--- src/rtl/pmc_pkg.sv ---
package pmc_pkg;
   typedef enum logic [2:0] {
      PM_NORMAL   = 3'd0,
      PM_IDLE     = 3'd1,
      PM_SUSPEND  = 3'd2,
      PM_SNOOZE   = 3'd3,
      PM_STOP     = 3'd4,
      PM_SHUTDOWN = 3'd5,
      PM_SETTLE   = 3'd6
   } pm_state_e;

   typedef struct packed {
      logic idle;
      logic stop;
      logic suspend;
      logic snooze;
   } pm_req_t;

   typedef struct packed {
      logic core_clk;
      logic periph_clk;
      logic hfosc0;
      logic hfosc1;
      logic low_bias;
      logic ldo;
      logic pnet;
      logic hold;
      logic lf_tmr;
   } pm_ctl_t;
endpackage

--- src/rtl/pmc_req_decode.sv ---
module pmc_req_decode
   import pmc_pkg::*;
#(
   parameter int ADDR_W     = 2,
   parameter int DATA_W     = 2,
   parameter int ADDR_A     = 0,
   parameter int ADDR_B     = 1,
   parameter int ADDR_CFG   = 2,
   parameter int IDLE_BIT   = 0,
   parameter int STOP_BIT   = 1,
   parameter int SUSP_BIT   = 0,
   parameter int SNOOZE_BIT = 1,
   parameter int CFG_BIT    = 0
) (
   input  logic              wr_en,
   input  logic [ADDR_W-1:0] wr_addr,
   input  logic [DATA_W-1:0] wr_data,
   output pm_req_t           req,
   output logic              cfg_wr,
   output logic              cfg_val
);
   localparam logic [ADDR_W-1:0] A_SEL = ADDR_W'(ADDR_A);
   localparam logic [ADDR_W-1:0] B_SEL = ADDR_W'(ADDR_B);
   localparam logic [ADDR_W-1:0] C_SEL = ADDR_W'(ADDR_CFG);

   logic hit_a, hit_b;

   assign hit_a = wr_en && (wr_addr == A_SEL);
   assign hit_b = wr_en && (wr_addr == B_SEL);

   always_comb begin
      req         = '0;
      req.idle    = hit_a && wr_data[IDLE_BIT];
      req.stop    = hit_a && wr_data[STOP_BIT];
      req.suspend = hit_b && wr_data[SUSP_BIT];
      req.snooze  = hit_b && wr_data[SNOOZE_BIT];
   end

   assign cfg_wr  = wr_en && (wr_addr == C_SEL);
   assign cfg_val = wr_data[CFG_BIT];
endmodule

--- src/rtl/pmc_wake_detect.sv ---
module pmc_wake_detect #(
   parameter int                  NUM_WAKE  = 5,
   parameter logic [NUM_WAKE-1:0] FALL_MASK = '0
) (
   input  logic                clk,
   input  logic                por_n,
   input  logic [NUM_WAKE-1:0] wake_in,
   output logic                wake_hit
);
   logic [NUM_WAKE-1:0] hit;

   for (genvar g = 0; g < NUM_WAKE; g++) begin : g_line
      if (FALL_MASK[g]) begin : g_fall
         logic prev;
         always_ff @(posedge clk or negedge por_n) begin
            if (!por_n) prev <= 1'b0;
            else        prev <= wake_in[g];
         end
         assign hit[g] = prev & ~wake_in[g];
      end else begin : g_level
         assign hit[g] = wake_in[g];
      end
   end

   assign wake_hit = |hit;
endmodule

--- src/rtl/pmc_settle_timer.sv ---
module pmc_settle_timer #(
   parameter int SETTLE_CYCLES = 8
) (
   input  logic clk,
   input  logic por_n,
   input  logic start,
   input  logic active,
   output logic done
);
   localparam int CNT_W = (SETTLE_CYCLES < 2) ? 1 : $clog2(SETTLE_CYCLES);
   localparam logic [CNT_W-1:0] LOAD = CNT_W'(SETTLE_CYCLES - 1);

   logic [CNT_W-1:0] cnt;

   always_ff @(posedge clk or negedge por_n) begin
      if (!por_n)                  cnt <= '0;
      else if (start)              cnt <= LOAD;
      else if (active && cnt != 0) cnt <= cnt - 1'b1;
   end

   assign done = active && (cnt == '0);
endmodule

--- src/rtl/pmc_out_decode.sv ---
module pmc_out_decode
   import pmc_pkg::*;
(
   input  pm_state_e st,
   output pm_ctl_t   ctl
);
   always_comb begin
      ctl = '{core_clk:1'b1, periph_clk:1'b1, hfosc0:1'b1, hfosc1:1'b1,
              low_bias:1'b0, ldo:1'b1, pnet:1'b1, hold:1'b0, lf_tmr:1'b0};
      unique case (st)
         PM_NORMAL: ;
         PM_IDLE: ctl.core_clk = 1'b0;
         PM_SUSPEND, PM_SNOOZE: begin
            ctl.core_clk   = 1'b0;
            ctl.periph_clk = 1'b0;
            ctl.hfosc0     = 1'b0;
            ctl.hfosc1     = 1'b0;
            ctl.lf_tmr     = 1'b1;
            ctl.low_bias   = (st == PM_SNOOZE);
         end
         PM_SETTLE: begin
            ctl.core_clk   = 1'b0;
            ctl.periph_clk = 1'b0;
            ctl.hfosc1     = 1'b0;
         end
         PM_STOP, PM_SHUTDOWN: begin
            ctl.core_clk   = 1'b0;
            ctl.periph_clk = 1'b0;
            ctl.hfosc0     = 1'b0;
            ctl.hfosc1     = 1'b0;
            ctl.pnet       = 1'b0;
            ctl.hold       = 1'b1;
            ctl.ldo        = (st == PM_STOP);
         end
         default: ;
      endcase
   end
endmodule

--- src/rtl/pwr_mode_ctrl.sv ---
module pwr_mode_ctrl
   import pmc_pkg::*;
#(
   parameter int                  ADDR_W         = 2,
   parameter int                  DATA_W         = 2,
   parameter int                  SETTLE_CYCLES  = 8,
   parameter int                  NUM_WAKE       = 5,
   parameter logic [NUM_WAKE-1:0] WAKE_FALL_MASK = 5'b10000
) (
   input  logic              clk,
   input  logic              por_n,
   input  logic              pin_rst,
   input  logic              sys_rst,
   input  logic              wr_en,
   input  logic [ADDR_W-1:0] wr_addr,
   input  logic [DATA_W-1:0] wr_data,
   input  logic              clk_on_hfosc0,
   input  logic              irq_any,
   input  logic [NUM_WAKE-1:0] wake_in,
   output logic [2:0]        mode,
   output logic              core_clk_en,
   output logic              periph_clk_en,
   output logic              hfosc0_en,
   output logic              hfosc1_en,
   output logic              reg_low_bias,
   output logic              ldo_en,
   output logic              pnet_en,
   output logic              pin_hold,
   output logic              lf_tmr_en
);
   if (SETTLE_CYCLES < 1) begin : g_bad_settle
      $error("SETTLE_CYCLES must be at least 1");
   end
   if (DATA_W < 2) begin : g_bad_data
      $error("DATA_W must hold both request bits");
   end
   if (ADDR_W < 2) begin : g_bad_addr
      $error("ADDR_W must address three registers");
   end
   if (NUM_WAKE < 1) begin : g_bad_wake
      $error("NUM_WAKE must be at least 1");
   end

   pm_state_e st, nxt;
   pm_req_t   req;
   pm_ctl_t   ctl;
   logic      cfg_wr, cfg_val, stop_cfg, cfg_clr;
   logic      wake_hit, settle_done, settle_start, rst_take;

   pmc_req_decode #(.ADDR_W(ADDR_W), .DATA_W(DATA_W)) u_dec (
      .wr_en(wr_en), .wr_addr(wr_addr), .wr_data(wr_data),
      .req(req), .cfg_wr(cfg_wr), .cfg_val(cfg_val)
   );

   pmc_wake_detect #(.NUM_WAKE(NUM_WAKE), .FALL_MASK(WAKE_FALL_MASK)) u_wake (
      .clk(clk), .por_n(por_n), .wake_in(wake_in), .wake_hit(wake_hit)
   );

   pmc_settle_timer #(.SETTLE_CYCLES(SETTLE_CYCLES)) u_settle (
      .clk(clk), .por_n(por_n), .start(settle_start),
      .active(st == PM_SETTLE), .done(settle_done)
   );

   pmc_out_decode u_out (.st(st), .ctl(ctl));

   assign rst_take = pin_rst || (sys_rst && st != PM_SHUTDOWN);

   always_comb begin
      nxt     = st;
      cfg_clr = 1'b0;
      if (rst_take) begin
         nxt     = PM_NORMAL;
         cfg_clr = 1'b1;
      end else begin
         unique case (st)
            PM_NORMAL: begin
               if (req.stop)
                  nxt = stop_cfg ? PM_SHUTDOWN : PM_STOP;
               else if (req.idle)
                  nxt = PM_IDLE;
               else if ((req.suspend || req.snooze) && clk_on_hfosc0)
                  nxt = req.suspend ? PM_SUSPEND : PM_SNOOZE;
            end
            PM_IDLE:               if (irq_any) nxt = PM_NORMAL;
            PM_SUSPEND, PM_SNOOZE: if (wake_hit) nxt = PM_SETTLE;
            PM_SETTLE:             if (settle_done) nxt = PM_NORMAL;
            PM_STOP, PM_SHUTDOWN:  ;
            default:               nxt = PM_NORMAL;
         endcase
      end
   end

   assign settle_start = (nxt == PM_SETTLE) && (st != PM_SETTLE);

   always_ff @(posedge clk or negedge por_n) begin
      if (!por_n) begin
         st       <= PM_NORMAL;
         stop_cfg <= 1'b0;
      end else begin
         st <= nxt;
         if (cfg_clr)
            stop_cfg <= 1'b0;
         else if (cfg_wr && st == PM_NORMAL)
            stop_cfg <= cfg_val;
      end
   end

   assign mode          = st;
   assign core_clk_en   = ctl.core_clk;
   assign periph_clk_en = ctl.periph_clk;
   assign hfosc0_en     = ctl.hfosc0;
   assign hfosc1_en     = ctl.hfosc1;
   assign reg_low_bias  = ctl.low_bias;
   assign ldo_en        = ctl.ldo;
   assign pnet_en       = ctl.pnet;
   assign pin_hold      = ctl.hold;
   assign lf_tmr_en     = ctl.lf_tmr;
endmodule

--- config.mk ---
export PLATFORM = sky130hd
export DESIGN_NAME = pwr_mode_ctrl
export DESIGN_NICKNAME = d
export VERILOG_FILES = /design/src/rtl/pmc_pkg.sv /design/src/rtl/pmc_req_decode.sv /design/src/rtl/pmc_wake_detect.sv /design/src/rtl/pmc_settle_timer.sv /design/src/rtl/pmc_out_decode.sv /design/src/rtl/pwr_mode_ctrl.sv
export SDC_FILE = /design/constraint.sdc
export NUM_CORES = 1
export LEC_CHECK = 0
export CAP_MARGIN = 0
export CORE_UTILIZATION = 40
export CTS_CLUSTER_SIZE = 14
export DETAILED_ROUTE_END_ITERATION = 12
export DONT_BUFFER_PORTS = 1
export GPL_TIMING_DRIVEN = 0
export PLACE_DENSITY = 0.63
export SLEW_MARGIN = 20
export SYNTH_ARGS = -nofsm -noshare
export SYNTH_HDL_FRONTEND = slang
export SYNTH_HIERARCHICAL = 1
export SYNTH_SLANG_ARGS = --single-unit
--- constraint.sdc ---
create_clock -name clk -period 2.85 [get_ports clk]
set_clock_uncertainty 0.15 [all_clocks]
set_input_delay 0.57 -clock clk [delete_from_list [all_inputs] [get_ports clk]]
set_output_delay 0.57 -clock clk [all_outputs]
set_load 0.05 [all_outputs]
==> results of run 1 <==
-- through the flow --
step                      setup WS (ns)  util, %  total power [W]  cell area [sq um]  cells
after global placement            0.137     45.3         0.000176                707     91
after floorplan                   0.244        -         0.000172                687     75
after CTS                        0.0231     47.7         0.000270                743     95
after detailed placement          0.156     45.3         0.000177                707     91
after global routing              0.166     47.9         0.000281                747     95
final                             0.243     47.9         0.000265                747     95
-- timing repair --
item | in CTS | in global routing
hold buffers | 1 | 0
hold endpoints to repair | 8 | 0
setup endpoints to repair | 2 | 1
pin swaps | 0 | 0
cloned | 0 | 0
gates resized for setup | 2 | 1
-- cell usage after synthesis (all sizes together) (3+ instances only) --
master	count	area [sq um]
nand2	3	11.3
a21oi	3	15.0
o21ai	6	30.0
dfrtp	8	200
and2b	3	25.0
nor2	4	15.0
o21bai	3	26.3
inv	6	22.5
buf	4	31.3
-- sequential cells by signal (all words and copies together) (netlist names) --
signal,cells
u_wake/g_line.g_fall.prev,1
u_settle/cnt,3
mode,3
stop_cfg,1
-- cells by family (layout without fill, tap and decap cells) --
family / Yosys count / after routing
adders and majority gates: 2 / 2
DFF: 8 / 8
AOI/OAI and AO/OA: 22 / 22
and+or+nand+nor: 32 / 32
muxes: 1 / 1
buffers and inverters: 10 / 14
-- metal layers --
layer	vias to the layer above	wire, um
met2	29	539
li1	288	-
met5	-	0
met1	263	598
met4	0	9
met3	2	125
-- power groups by stage --
| stage | Clock [W] | Sequential (W) | Combinational [W] |
|---|---|---|---|
| 3_3_place_gp | 0 | 0.000129 | 0.0000473 |
| 4_1_cts | 0.0000923 | 0.000127 | 0.0000512 |
| 2_1_floorplan | 0 | 0.000128 | 0.0000439 |
| 3_5_place_dp | 0 | 0.000129 | 0.0000474 |
| 6_report | 0.0000865 | 0.000127 | 0.0000511 |
| 5_1_grt | 0.0000976 | 0.000128 | 0.0000553 |
-- area by class of cell --
type,count,area [sq um]
Inverter,6,22.5
Clock buffer,3,22.5
Buffer,4,31.3
Fill cell,146,812
Tap cell,16,20.0
Multi-Input combinational cell,57,439
Timing Repair Buffer,1,10.0
Sequential cell,8,201
-- worst max-delay path by stage --
stage                                to  slack (ns)  cells past startpoint
final                         hfosc0_en        0.24                      2
after CTS                 periph_clk_en        0.02                      2
after detailed placement      hfosc0_en        0.16                      2
after global routing          hfosc0_en        0.17                      2
after global placement        hfosc0_en        0.14                      2
after floorplan               hfosc0_en        0.24                      2
-- layout by cell type (no fill, tap or decap), types with 2 or more instances in the layout --
master and n:
a21o_1 2, inv_1 6, and4b_2 2, and3_1 2
and4bb_2 2, nand2_1 3, a211oi_1 2, buf_4 2
ha_1 2, o21ai_0 4, or3_1 2, dfrtp_1 7
nor2_1 3, a21oi_1 3, and3b_2 2, and2b_2 2
clkbuf_4 3, nand3b_1 2, o21bai_1 2
==> metrics.txt, run 1 <==
# TYPE chip_impl_metric gauge
chip_impl_metric{name="finalSetupViolations",unit=""} 0
chip_impl_metric{name="synth_xor_xnor_area_share",unit="%"} 0
chip_impl_metric{name="gpl.final_weighted_congestion",unit=""} 0.726
chip_impl_metric{name="clock_latency",unit="ns"} 0.25
chip_impl_metric{name="vias_per_cell",unit=""} 6.13
chip_impl_metric{name="final_layout_size_suffix_gt1_share",unit="%"} 29.1
chip_impl_metric{name="die_y_extent",unit="um"} 43.4
chip_impl_metric{name="grt_remaining_overflow",unit=""} 0
chip_impl_info{name="critPathLaunchType",value="register"} 1
chip_impl_metric{name="largest_net_degree_at_the_start_of_global_routing",unit=""} 16
chip_impl_metric{name="async_flop_share",unit="%"} 100
chip_impl_metric{name="rr_worst_depth",unit=""} 8
chip_impl_metric{name="fmax",unit="GHz"} 0.384
chip_impl_info{name="cpLargestDelayFamily",value="simple AND/OR/NAND/NOR gates"} 1
chip_impl_metric{name="detail-route-antenna-nets",unit=""} 0
chip_impl_metric{name="final_net_count",unit=""} 99
chip_impl_metric{name="numClockSinks",unit=""} 8
chip_impl_metric{name="power.share.switching",unit="%"} 29.3
chip_impl_metric{name="ctsHtreeMaxLevel",unit=""} 1
chip_impl_info{name="crit_end_element",value="output pin"} 1
chip_impl_metric{name="seq_area_frac_synth",unit="%"} 29.1
chip_impl_metric{name="drt_drc_violations_left",unit=""} 10
chip_impl_metric{name="grt_antenna_before_repair",unit=""} 0
chip_impl_metric{name="first_pass_grt_wire_length",unit="um"} 2130
chip_impl_metric{name="sequentialPowerShare",unit="%"} 48.0
chip_impl_metric{name="synth_mux_area_share",unit="%"} 1.46
chip_impl_metric{name="min_path_cells",unit=""} 0
chip_impl_metric{name="power.leakage",unit="nW"} 0.346
chip_impl_info{name="busiest_layer",value="met1"} 1
chip_impl_metric{name="finalWirelength",unit="um"} 1270
chip_impl_metric{name="hpwlAfterDp",unit="um"} 974
chip_impl_metric{name="port-buffer-count",unit=""} 0
chip_impl_metric{name="worst_ep_required_time",unit="ns"} 2.13
chip_impl_metric{name="synth-compound-area-share",unit="%"} 23.0
chip_impl_metric{name="routed_wire_length_per_instance",unit="um"} 13.4
chip_impl_info{name="clockRootBuffer",value="clkbuf_4"} 1
chip_impl_info{name="crit_start",value="mode[2]$_DFF_PN0_"} 1
chip_impl_info{name="cp_cell_sequence",value="and2b_2 > nor2_2"} 1
chip_impl_metric{name="netlist_instances",unit=""} 75
chip_impl_metric{name="path_clk_slew",unit="ns"} 0.06
chip_impl_metric{name="yosysWarnings",unit=""} 6
chip_impl_info{name="r2r_end",value="u_settle/cnt[2]$_DFFE_PN0P_"} 1
chip_impl_metric{name="syn_avg_cell_area",unit="sq um"} 9.16
chip_impl_metric{name="grt_pass1_vias",unit=""} 480
chip_impl_metric{name="power.ir.vdd_worst",unit="uV"} 214
chip_impl_info{name="cts_tree",value="yes"} 1
chip_impl_metric{name="ys_ff_latch",unit=""} 8
chip_impl_metric{name="finalHoldViolations",unit=""} 0
chip_impl_metric{name="synth_area",unit="sq um"} 687
chip_impl_metric{name="final.period_utilization",unit="%"} 91.5
chip_impl_info{name="worst_hold_path_type",value="input port to register"} 1
chip_impl_metric{name="synth.lib_cells_used.distinct",unit=""} 40
chip_impl_info{name="critical-path-slowest-cell",value="dfrtp_1"} 1
chip_impl_metric{name="holdWs",unit="ns"} 0.193
chip_impl_metric{name="drt_first_pass_iters",unit=""} 8
chip_impl_metric{name="p_comb_share",unit="%"} 19.3
chip_impl_metric{name="synth_fa_ha_area_share",unit="%"} 3.64
chip_impl_info{name="grt_setup_unrepaired",value="no"} 1
chip_impl_info{name="min-delay-start",value="wake_in[4]"} 1
chip_impl_metric{name="worst_path_largest_cell_delay",unit="ns"} 0.76
chip_impl_metric{name="fraction_of_met3_tracks_used_by_global_routing",unit="%"} 6.67
chip_impl_metric{name="placeableCoreArea",unit="sq um"} 1560
chip_impl_metric{name="number_of_buffers_between_clock_root_and_the_deepest_sink",unit=""} 2
chip_impl_info{name="outcome",value="finished, violations left"} 1
chip_impl_metric{name="global_route.usage.met1",unit="%"} 21.7
chip_impl_info{name="synth_top_family_by_area",value="simple AND/OR/NAND/NOR gates"} 1
chip_impl_info{name="worst_r2r_startpoint",value="mode[2]$_DFF_PN0_"} 1
chip_impl_metric{name="die_w",unit="um"} 43.4
chip_impl_metric{name="detail_route.iter0.violations",unit=""} 32
chip_impl_metric{name="number_of_enable_type_register_cells_in_the_synthesized_netlist",unit=""} 0
chip_impl_metric{name="worst-slew-pin-transition",unit="ns"} 0.654
chip_impl_info{name="postSynth.topFlopCell",value="dfrtp_1"} 1
chip_impl_metric{name="fp.dieArea",unit="sq um"} 1890
chip_impl_metric{name="io_pins",unit=""} 28
chip_impl_metric{name="cts_inserted_buffers",unit=""} 3
chip_impl_metric{name="worst_ep_arrival_time",unit="ns"} 1.89
chip_impl_info{name="worstHoldEndpoint",value="u_wake/g_line[4].g_fall.prev$_DFF_PN0_"} 1
chip_impl_metric{name="timing.final.max_slew_violations",unit=""} 0
chip_impl_metric{name="num_antenna_cells",unit=""} 0
chip_impl_metric{name="mappedNetlistNets",unit=""} 93
chip_impl_metric{name="start_util",unit="%"} 44.1
chip_impl_metric{name="grtUsageMet2",unit="%"} 20.9
chip_impl_metric{name="power.internal",unit="W"} 0.000187
chip_impl_metric{name="final_period_minus_worst_setup_slack",unit="ns"} 2.61
chip_impl_metric{name="synth_simple_gate_area_share",unit="%"} 35.0
chip_impl_metric{name="relSlewSlack",unit="%"} 56.4
chip_impl_metric{name="track_usage",unit="%"} 15.5
chip_impl_metric{name="postCtsSetupBuffers",unit=""} 0
chip_impl_info{name="path_class",value="register to output pin"} 1
chip_impl_metric{name="ff2ff_setup_slack",unit="ns"} 0.40
chip_impl_metric{name="power.share.clock",unit="%"} 32.7
chip_impl_metric{name="final.setup.tns",unit="ns"} 0
chip_impl_info{name="violations_in_the_final_reports",value="DRC"} 1
chip_impl_metric{name="cap_viol_max_count",unit=""} 0
chip_impl_metric{name="route.vias.total",unit=""} 582
chip_impl_metric{name="crit_buf_inv",unit=""} 0
chip_impl_metric{name="netSwitchingPower",unit="W"} 0.0000776
chip_impl_metric{name="area_delta_synth_final",unit="%"} 8.74
chip_impl_metric{name="p_per_area",unit="nW/um^2"} 354
chip_impl_metric{name="crit_fanout",unit=""} 9
chip_impl_metric{name="fp-row-count",unit=""} 14
Power figures use the tool's default switching activity.
==> run 2, diff against run 1 <==
Settings changed: CORE_ASPECT_RATIO set to 1.2, CTS_BUF_LIST set to sky130_fd_sc_hd__clkbuf_8.
==> metrics.txt, run 2 (synthesis results as in run 1) <==
# TYPE chip_impl_metric gauge
chip_impl_metric{name="cap_viol_max_count",unit=""} 0
chip_impl_info{name="outcome",value="completed"} 1
chip_impl_metric{name="power.leakage",unit="nW"} 0.354
chip_impl_info{name="worst_hold_path_type",value="input port to register"} 1
chip_impl_metric{name="timing.final.max_slew_violations",unit=""} 0
chip_impl_metric{name="gpl.final_weighted_congestion",unit=""} 0.723
chip_impl_metric{name="fp.dieArea",unit="sq um"} 1890
chip_impl_metric{name="grt_pass1_vias",unit=""} 470
chip_impl_info{name="r2r_end",value="u_settle/cnt[2]$_DFFE_PN0P_"} 1
chip_impl_metric{name="met3WireLength",unit="um"} 41
chip_impl_metric{name="die_w",unit="um"} 39.8
chip_impl_metric{name="track_usage",unit="%"} 15.1
chip_impl_info{name="crit_end_element",value="output pin"} 1
chip_impl_metric{name="largest_net_degree_at_the_start_of_global_routing",unit=""} 16
chip_impl_metric{name="final_layout_size_suffix_gt1_share",unit="%"} 29.1
chip_impl_metric{name="dr_wl_met2",unit="um"} 641
chip_impl_metric{name="crit_buf_inv",unit=""} 0
chip_impl_metric{name="numClockSinks",unit=""} 8
chip_impl_metric{name="detail_route.iter0.violations",unit=""} 4
chip_impl_metric{name="finalWirelength",unit="um"} 1260
chip_impl_info{name="critPathLaunchType",value="register"} 1
chip_impl_metric{name="path_clk_slew",unit="ns"} 0.04
chip_impl_metric{name="worst_ep_arrival_time",unit="ns"} 1.85
chip_impl_metric{name="final_period_minus_worst_setup_slack",unit="ns"} 2.57
chip_impl_metric{name="final.period_utilization",unit="%"} 90.3
chip_impl_info{name="critical-path-slowest-cell",value="dfrtp_1"} 1
chip_impl_info{name="min-delay-start",value="wake_in[4]"} 1
chip_impl_info{name="cp_cell_sequence",value="and2b_2 > nor2_2"} 1
chip_impl_info{name="clockRootBuffer",value="clkbuf_8"} 1
chip_impl_metric{name="fp-row-count",unit=""} 16
chip_impl_metric{name="start_util",unit="%"} 42.4
chip_impl_info{name="final_cell_mix",value="7 x dfrtp_1, 6 x inv_1, 4 x o21ai_0"} 1
chip_impl_metric{name="area_delta_synth_final",unit="%"} 11.8
chip_impl_metric{name="fin_area",unit="sq um"} 768
chip_impl_metric{name="worst-slew-pin-transition",unit="ns"} 0.654
chip_impl_metric{name="worst_path_largest_cell_delay",unit="ns"} 0.75
chip_impl_info{name="cpLargestDelayFamily",value="simple AND/OR/NAND/NOR gates"} 1
chip_impl_info{name="layout.cells.most_common",value="dfrtp_1"} 1
chip_impl_metric{name="vias_per_cell",unit=""} 5.88
chip_impl_metric{name="crit_fanout",unit=""} 9
chip_impl_info{name="cts_tree",value="yes"} 1
chip_impl_metric{name="route.vias.total",unit=""} 570
chip_impl_metric{name="fmax",unit="GHz"} 0.388
chip_impl_metric{name="grt_remaining_overflow",unit=""} 0
chip_impl_metric{name="rr_worst_depth",unit=""} 8
chip_impl_metric{name="first_pass_grt_wire_length",unit="um"} 1930
chip_impl_metric{name="routed_wire_length_per_instance",unit="um"} 13.0
chip_impl_metric{name="drt_first_pass_iters",unit=""} 4
chip_impl_metric{name="clock_latency",unit="ns"} 0.22
chip_impl_info{name="max_used_layer",value="met3"} 1
chip_impl_metric{name="port-buffer-count",unit=""} 0
chip_impl_metric{name="detail-route-antenna-nets",unit=""} 0
chip_impl_metric{name="io_pins",unit=""} 28
chip_impl_metric{name="die_y_extent",unit="um"} 47.4
chip_impl_metric{name="detailed_place.area",unit="sq um"} 709
chip_impl_metric{name="min_path_cells",unit=""} 0
chip_impl_info{name="grt_setup_unrepaired",value="no"} 1
chip_impl_metric{name="power.ir.vdd_worst",unit="uV"} 237
chip_impl_metric{name="number_of_buffers_between_clock_root_and_the_deepest_sink",unit=""} 2
chip_impl_info{name="worstHoldEndpoint",value="u_wake/g_line[4].g_fall.prev$_DFF_PN0_"} 1
chip_impl_metric{name="relSlewSlack",unit="%"} 56.4
chip_impl_metric{name="drt_drc_violations_left",unit=""} 0
chip_impl_info{name="worst_r2r_startpoint",value="mode[2]$_DFF_PN0_"} 1
chip_impl_metric{name="num_antenna_cells",unit=""} 0
chip_impl_info{name="path_class",value="register to output pin"} 1
chip_impl_metric{name="finalSetupViolations",unit=""} 0
chip_impl_metric{name="sum_of_routed_wire_segments_on_met1",unit="um"} 576
chip_impl_metric{name="cts_inserted_buffers",unit=""} 3
chip_impl_metric{name="ctsHtreeMaxLevel",unit=""} 1
chip_impl_metric{name="worst_ep_required_time",unit="ns"} 2.13
chip_impl_metric{name="hpwlAfterDp",unit="um"} 957
chip_impl_metric{name="finalHoldViolations",unit=""} 0
chip_impl_metric{name="final.setup.tns",unit="ns"} 0
chip_impl_metric{name="p_per_area",unit="nW/um^2"} 403
chip_impl_metric{name="final_net_count",unit=""} 99
chip_impl_metric{name="placeableCoreArea",unit="sq um"} 1620
chip_impl_metric{name="ff2ff_setup_slack",unit="ns"} 0.37
chip_impl_metric{name="grt_antenna_before_repair",unit=""} 0
-- run 2: how the worst max path moves through the flow --
| stage | end | startpoint | cells past startpoint |
|---|---|---|---|
| after floorplan | hfosc0_en | mode[1]$_DFF_PN0_ | 2 |
| after global placement | hfosc0_en | mode[1]$_DFF_PN0_ | 2 |
| after detailed placement | hfosc0_en | mode[1]$_DFF_PN0_ | 2 |
| after CTS | periph_clk_en | mode[2]$_DFF_PN0_ | 2 |
| after global routing | hfosc0_en | mode[2]$_DFF_PN0_ | 2 |
| final | hfosc0_en | mode[2]$_DFF_PN0_ | 2 |
-- run 2: metal layers --
| layer | GRT usage (%) | vias up |
|---|---|---|
| met5 | 0 | - |
| met4 | 6.90 | 0 |
| met3 | 3.79 | 0 |
| met2 | 23.0 | 12 |
| met1 | 19.9 | 273 |
| li1 | - | 285 |
-- run 2: repair_timing --
item / in CTS / in global routing
hold buffers: 1 / 0
gates resized for setup: 2 / 1
buffers inserted: 0 / 0
endpoints found under the hold margin: 8 / 0
setup endpoints to repair: 2 / 1
-- run 2: power by group --
| part | leakage [nW] | switching [W] | internal, W |
|---|---|---|---|
| registers | 0.0968 | 0.00000900 | 0.000119 |
| clock network | 0.0216 | 0.0000403 | 0.0000911 |
| logic | 0.235 | 0.0000301 | 0.0000206 |
| total | 0.354 | 0.0000794 | 0.000231 |
-- run 2: per-stage QoR --
step                      setup slack, ns  cells  hold slack (ns)  util (%)  total power [W]
after CTS                          0.0541     97            0.218      47.1         0.000314
after detailed placement            0.124     93            0.125      43.8         0.000177
after global routing                0.182     97            0.214      47.4         0.000328
final                               0.275     97            0.223      47.4         0.000310
after global placement              0.132     93            0.125      43.8         0.000176
after floorplan                     0.244     75            0.124         -         0.000172
-- run 2: final cells by class --
| class | count | area, sq um |
|---|---|---|
| Buffer | 4 | 31.3 |
| Clock buffer | 3 | 41.3 |
| Fill cell | 154 | 853 |
| Inverter | 6 | 22.5 |
| Multi-Input combinational cell | 57 | 439 |
| Sequential cell | 8 | 201 |
| Tap cell | 18 | 22.5 |
| Timing Repair Buffer | 1 | 10.0 |
-- run 2: worst reg2reg max path, cell delays in order (launching register included) --
cell       delay, ns
dfrtp_1         0.75
buf_2           0.32
and3b_2         0.26
inv_1           0.05
nor2_1          0.15
o21ai_0         0.10
a2bb2oi_1       0.24
a211oi_1        0.11
a211o_1         0.24
==> run 3, diff against run 2 <==
Settings changed: CORE_MARGIN set to 2, HOLD_SLACK_MARGIN set to 0.03.
==> metrics.txt, run 3 (synthesis results as in run 1) <==
# TYPE chip_impl_metric gauge
chip_impl_metric{name="rr_worst_depth",unit=""} 8
chip_impl_info{name="busiest_layer",value="met2"} 1
chip_impl_metric{name="layout.filler_cells",unit=""} 173
chip_impl_metric{name="global_route.usage.met1",unit="%"} 17.9
chip_impl_metric{name="final_period_minus_worst_setup_slack",unit="ns"} 2.58
chip_impl_metric{name="final.setup.tns",unit="ns"} 0
chip_impl_metric{name="finalSetupViolations",unit=""} 0
chip_impl_metric{name="power.leakage",unit="nW"} 0.354
chip_impl_info{name="path_class",value="register to output pin"} 1
chip_impl_metric{name="vias_per_cell",unit=""} 5.81
chip_impl_metric{name="gpl.final_weighted_congestion",unit=""} 0.736
chip_impl_metric{name="final_net_count",unit=""} 99
chip_impl_metric{name="crit_fanout",unit=""} 9
chip_impl_metric{name="grtUsageMet2",unit="%"} 24.2
chip_impl_info{name="critPathLaunchType",value="register"} 1
chip_impl_metric{name="worst-slew-pin-transition",unit="ns"} 0.655
chip_impl_metric{name="fp.dieArea",unit="sq um"} 2070
chip_impl_info{name="r2r_end",value="u_settle/cnt[2]$_DFFE_PN0P_"} 1
chip_impl_metric{name="sequentialPowerShare",unit="%"} 41.3
chip_impl_metric{name="numClockSinks",unit=""} 8
chip_impl_info{name="cts_tree",value="yes"} 1
chip_impl_metric{name="first_pass_grt_wire_length",unit="um"} 2390
chip_impl_metric{name="fp-row-count",unit=""} 16
chip_impl_metric{name="ff2ff_setup_slack",unit="ns"} 0.39
chip_impl_metric{name="grt_remaining_overflow",unit=""} 0
chip_impl_metric{name="finalWirelength",unit="um"} 1320
chip_impl_metric{name="port-buffer-count",unit=""} 0
chip_impl_metric{name="relSlewSlack",unit="%"} 56.4
chip_impl_metric{name="die_w",unit="um"} 41.8
chip_impl_metric{name="detail_route.iter0.violations",unit=""} 5
chip_impl_metric{name="largest_net_degree_at_the_start_of_global_routing",unit=""} 16
chip_impl_info{name="crit_end_element",value="output pin"} 1
chip_impl_info{name="grt_setup_unrepaired",value="no"} 1
chip_impl_info{name="worst_hold_path_type",value="input port to register"} 1
chip_impl_metric{name="layout.cells.non_filler",unit=""} 97
chip_impl_info{name="worst_r2r_startpoint",value="mode[2]$_DFF_PN0_"} 1
chip_impl_metric{name="power.share.clock",unit="%"} 42.2
chip_impl_metric{name="start_util",unit="%"} 42.4
chip_impl_metric{name="place.detailed.instances",unit=""} 93
chip_impl_info{name="clockRootBuffer",value="clkbuf_8"} 1
chip_impl_metric{name="detail-route-antenna-nets",unit=""} 0
chip_impl_metric{name="min_path_cells",unit=""} 0
chip_impl_metric{name="number_of_buffers_between_clock_root_and_the_deepest_sink",unit=""} 2
chip_impl_metric{name="timing.final.max_slew_violations",unit=""} 0
chip_impl_info{name="layout.cells.most_common",value="dfrtp_1"} 1
chip_impl_metric{name="clock_latency",unit="ns"} 0.22
chip_impl_metric{name="die_y_extent",unit="um"} 49.4
chip_impl_metric{name="finalHoldViolations",unit=""} 0
chip_impl_metric{name="hpwlAfterDp",unit="um"} 1030
chip_impl_metric{name="fraction_of_met3_tracks_used_by_global_routing",unit="%"} 2.22
chip_impl_metric{name="route.vias.total",unit=""} 564
chip_impl_metric{name="fmax",unit="GHz"} 0.388
chip_impl_metric{name="final_layout_size_suffix_gt1_share",unit="%"} 29.1
chip_impl_metric{name="track_usage",unit="%"} 14.9
chip_impl_metric{name="routed_wire_length_per_instance",unit="um"} 13.6
chip_impl_info{name="worstHoldEndpoint",value="u_wake/g_line[4].g_fall.prev$_DFF_PN0_"} 1
chip_impl_metric{name="drt_first_pass_iters",unit=""} 3
chip_impl_metric{name="worst_ep_required_time",unit="ns"} 2.13
chip_impl_metric{name="io_pins",unit=""} 28
chip_impl_metric{name="p_per_area",unit="nW/um^2"} 403
chip_impl_metric{name="power.internal",unit="W"} 0.000231
chip_impl_metric{name="power.ir.vdd_worst",unit="uV"} 202
chip_impl_info{name="min-delay-start",value="wake_in[4]"} 1
chip_impl_info{name="outcome",value="completed"} 1
chip_impl_metric{name="ctsHtreeMaxLevel",unit=""} 1
chip_impl_metric{name="cap_viol_max_count",unit=""} 0
chip_impl_metric{name="placeableCoreArea",unit="sq um"} 1620
chip_impl_metric{name="power.share.switching",unit="%"} 25.6
chip_impl_metric{name="worst_ep_arrival_time",unit="ns"} 1.86
chip_impl_metric{name="p_comb_share",unit="%"} 16.5
chip_impl_metric{name="netSwitchingPower",unit="W"} 0.0000793
chip_impl_metric{name="area_delta_synth_final",unit="%"} 11.8
chip_impl_metric{name="drt_drc_violations_left",unit=""} 0
chip_impl_metric{name="path_clk_slew",unit="ns"} 0.04
chip_impl_metric{name="grt_pass1_vias",unit=""} 561
chip_impl_metric{name="cts_inserted_buffers",unit=""} 3
chip_impl_info{name="final_cell_mix",value="7 x dfrtp_1, 6 x inv_1, 4 x o21ai_0"} 1
chip_impl_metric{name="final.period_utilization",unit="%"} 90.5
chip_impl_metric{name="grt_antenna_before_repair",unit=""} 0
chip_impl_metric{name="num_antenna_cells",unit=""} 0
-- run 3: cell counts in the layout (fill, tap and decap cells not counted) --
No cell type changed its count.
-- run 3: area by class of cell --
| cell class | count | area (sq um) | share of cell area (%) |
|---|---|---|---|
| timing repair buffer | 1 | 10.0 | 1.30 |
| buffer | 4 | 31.3 | 4.07 |
| inverter | 6 | 22.5 | 2.93 |
| sequential | 8 | 201 | 26.2 |
| tap | 18 | 22.5 | 2.93 |
| multi-input combinational | 57 | 439 | 57.2 |
| clock buffer | 3 | 41.3 | 5.37 |
-- run 3: routing by layer --
layer  wire [um]  vias up
met5           0        -
met4          19        0
met3          45        2
met2         681       14
met1         574      262
li1            -      286
-- run 3: power by group through the flow --
stage	clock, W	sequential (W)	combinational, W
after floorplan	0	0.000128	0.0000439
after global placement	0	0.000129	0.0000474
after detailed placement	0	0.000129	0.0000477
after CTS	0.000136	0.000128	0.0000514
after global routing	0.000145	0.000129	0.0000555
final	0.000131	0.000128	0.0000511
-- run 3: worst max-delay path: stages (launching register included) --
cell     delay [ns]
dfrtp_1        0.75
and2b_2        0.41
nor2_2         0.47
-- run 3: worst max-delay path by stage --
stage	start	endpoint	slack (ns)	cells past startpoint
after floorplan	mode[1]$_DFF_PN0_	hfosc0_en	0.24	2
after global placement	mode[1]$_DFF_PN0_	hfosc0_en	0.13	2
after detailed placement	mode[1]$_DFF_PN0_	hfosc0_en	0.13	2
after CTS	mode[2]$_DFF_PN0_	periph_clk_en	0.05	2
after global routing	mode[2]$_DFF_PN0_	u_settle/cnt[2]$_DFFE_PN0P_	0.19	8
final	mode[2]$_DFF_PN0_	hfosc0_en	0.27	2
-- run 3: repair_timing --
action | in CTS | in global routing
resized for setup | 2 | 1
pin swaps | 0 | 0
setup endpoints to repair | 2 | 1
endpoints found under the hold margin | 8 | 0
hold buffers | 1 | 0
setup buffers | 0 | 0
-- run 3: metrics by stage --
step	hold slack (ns)	instance area, sq um	utilization, %	setup slack, ns	total power [W]
detailed placement	0.125	709	43.8	0.126	0.000177
CTS	0.218	764	47.1	0.0478	0.000315
floorplan	0.124	687	-	0.244	0.000172
finish	0.224	768	47.4	0.271	0.000310
global placement	0.125	709	43.8	0.126	0.000177
global route	0.211	768	47.4	0.187	0.000329
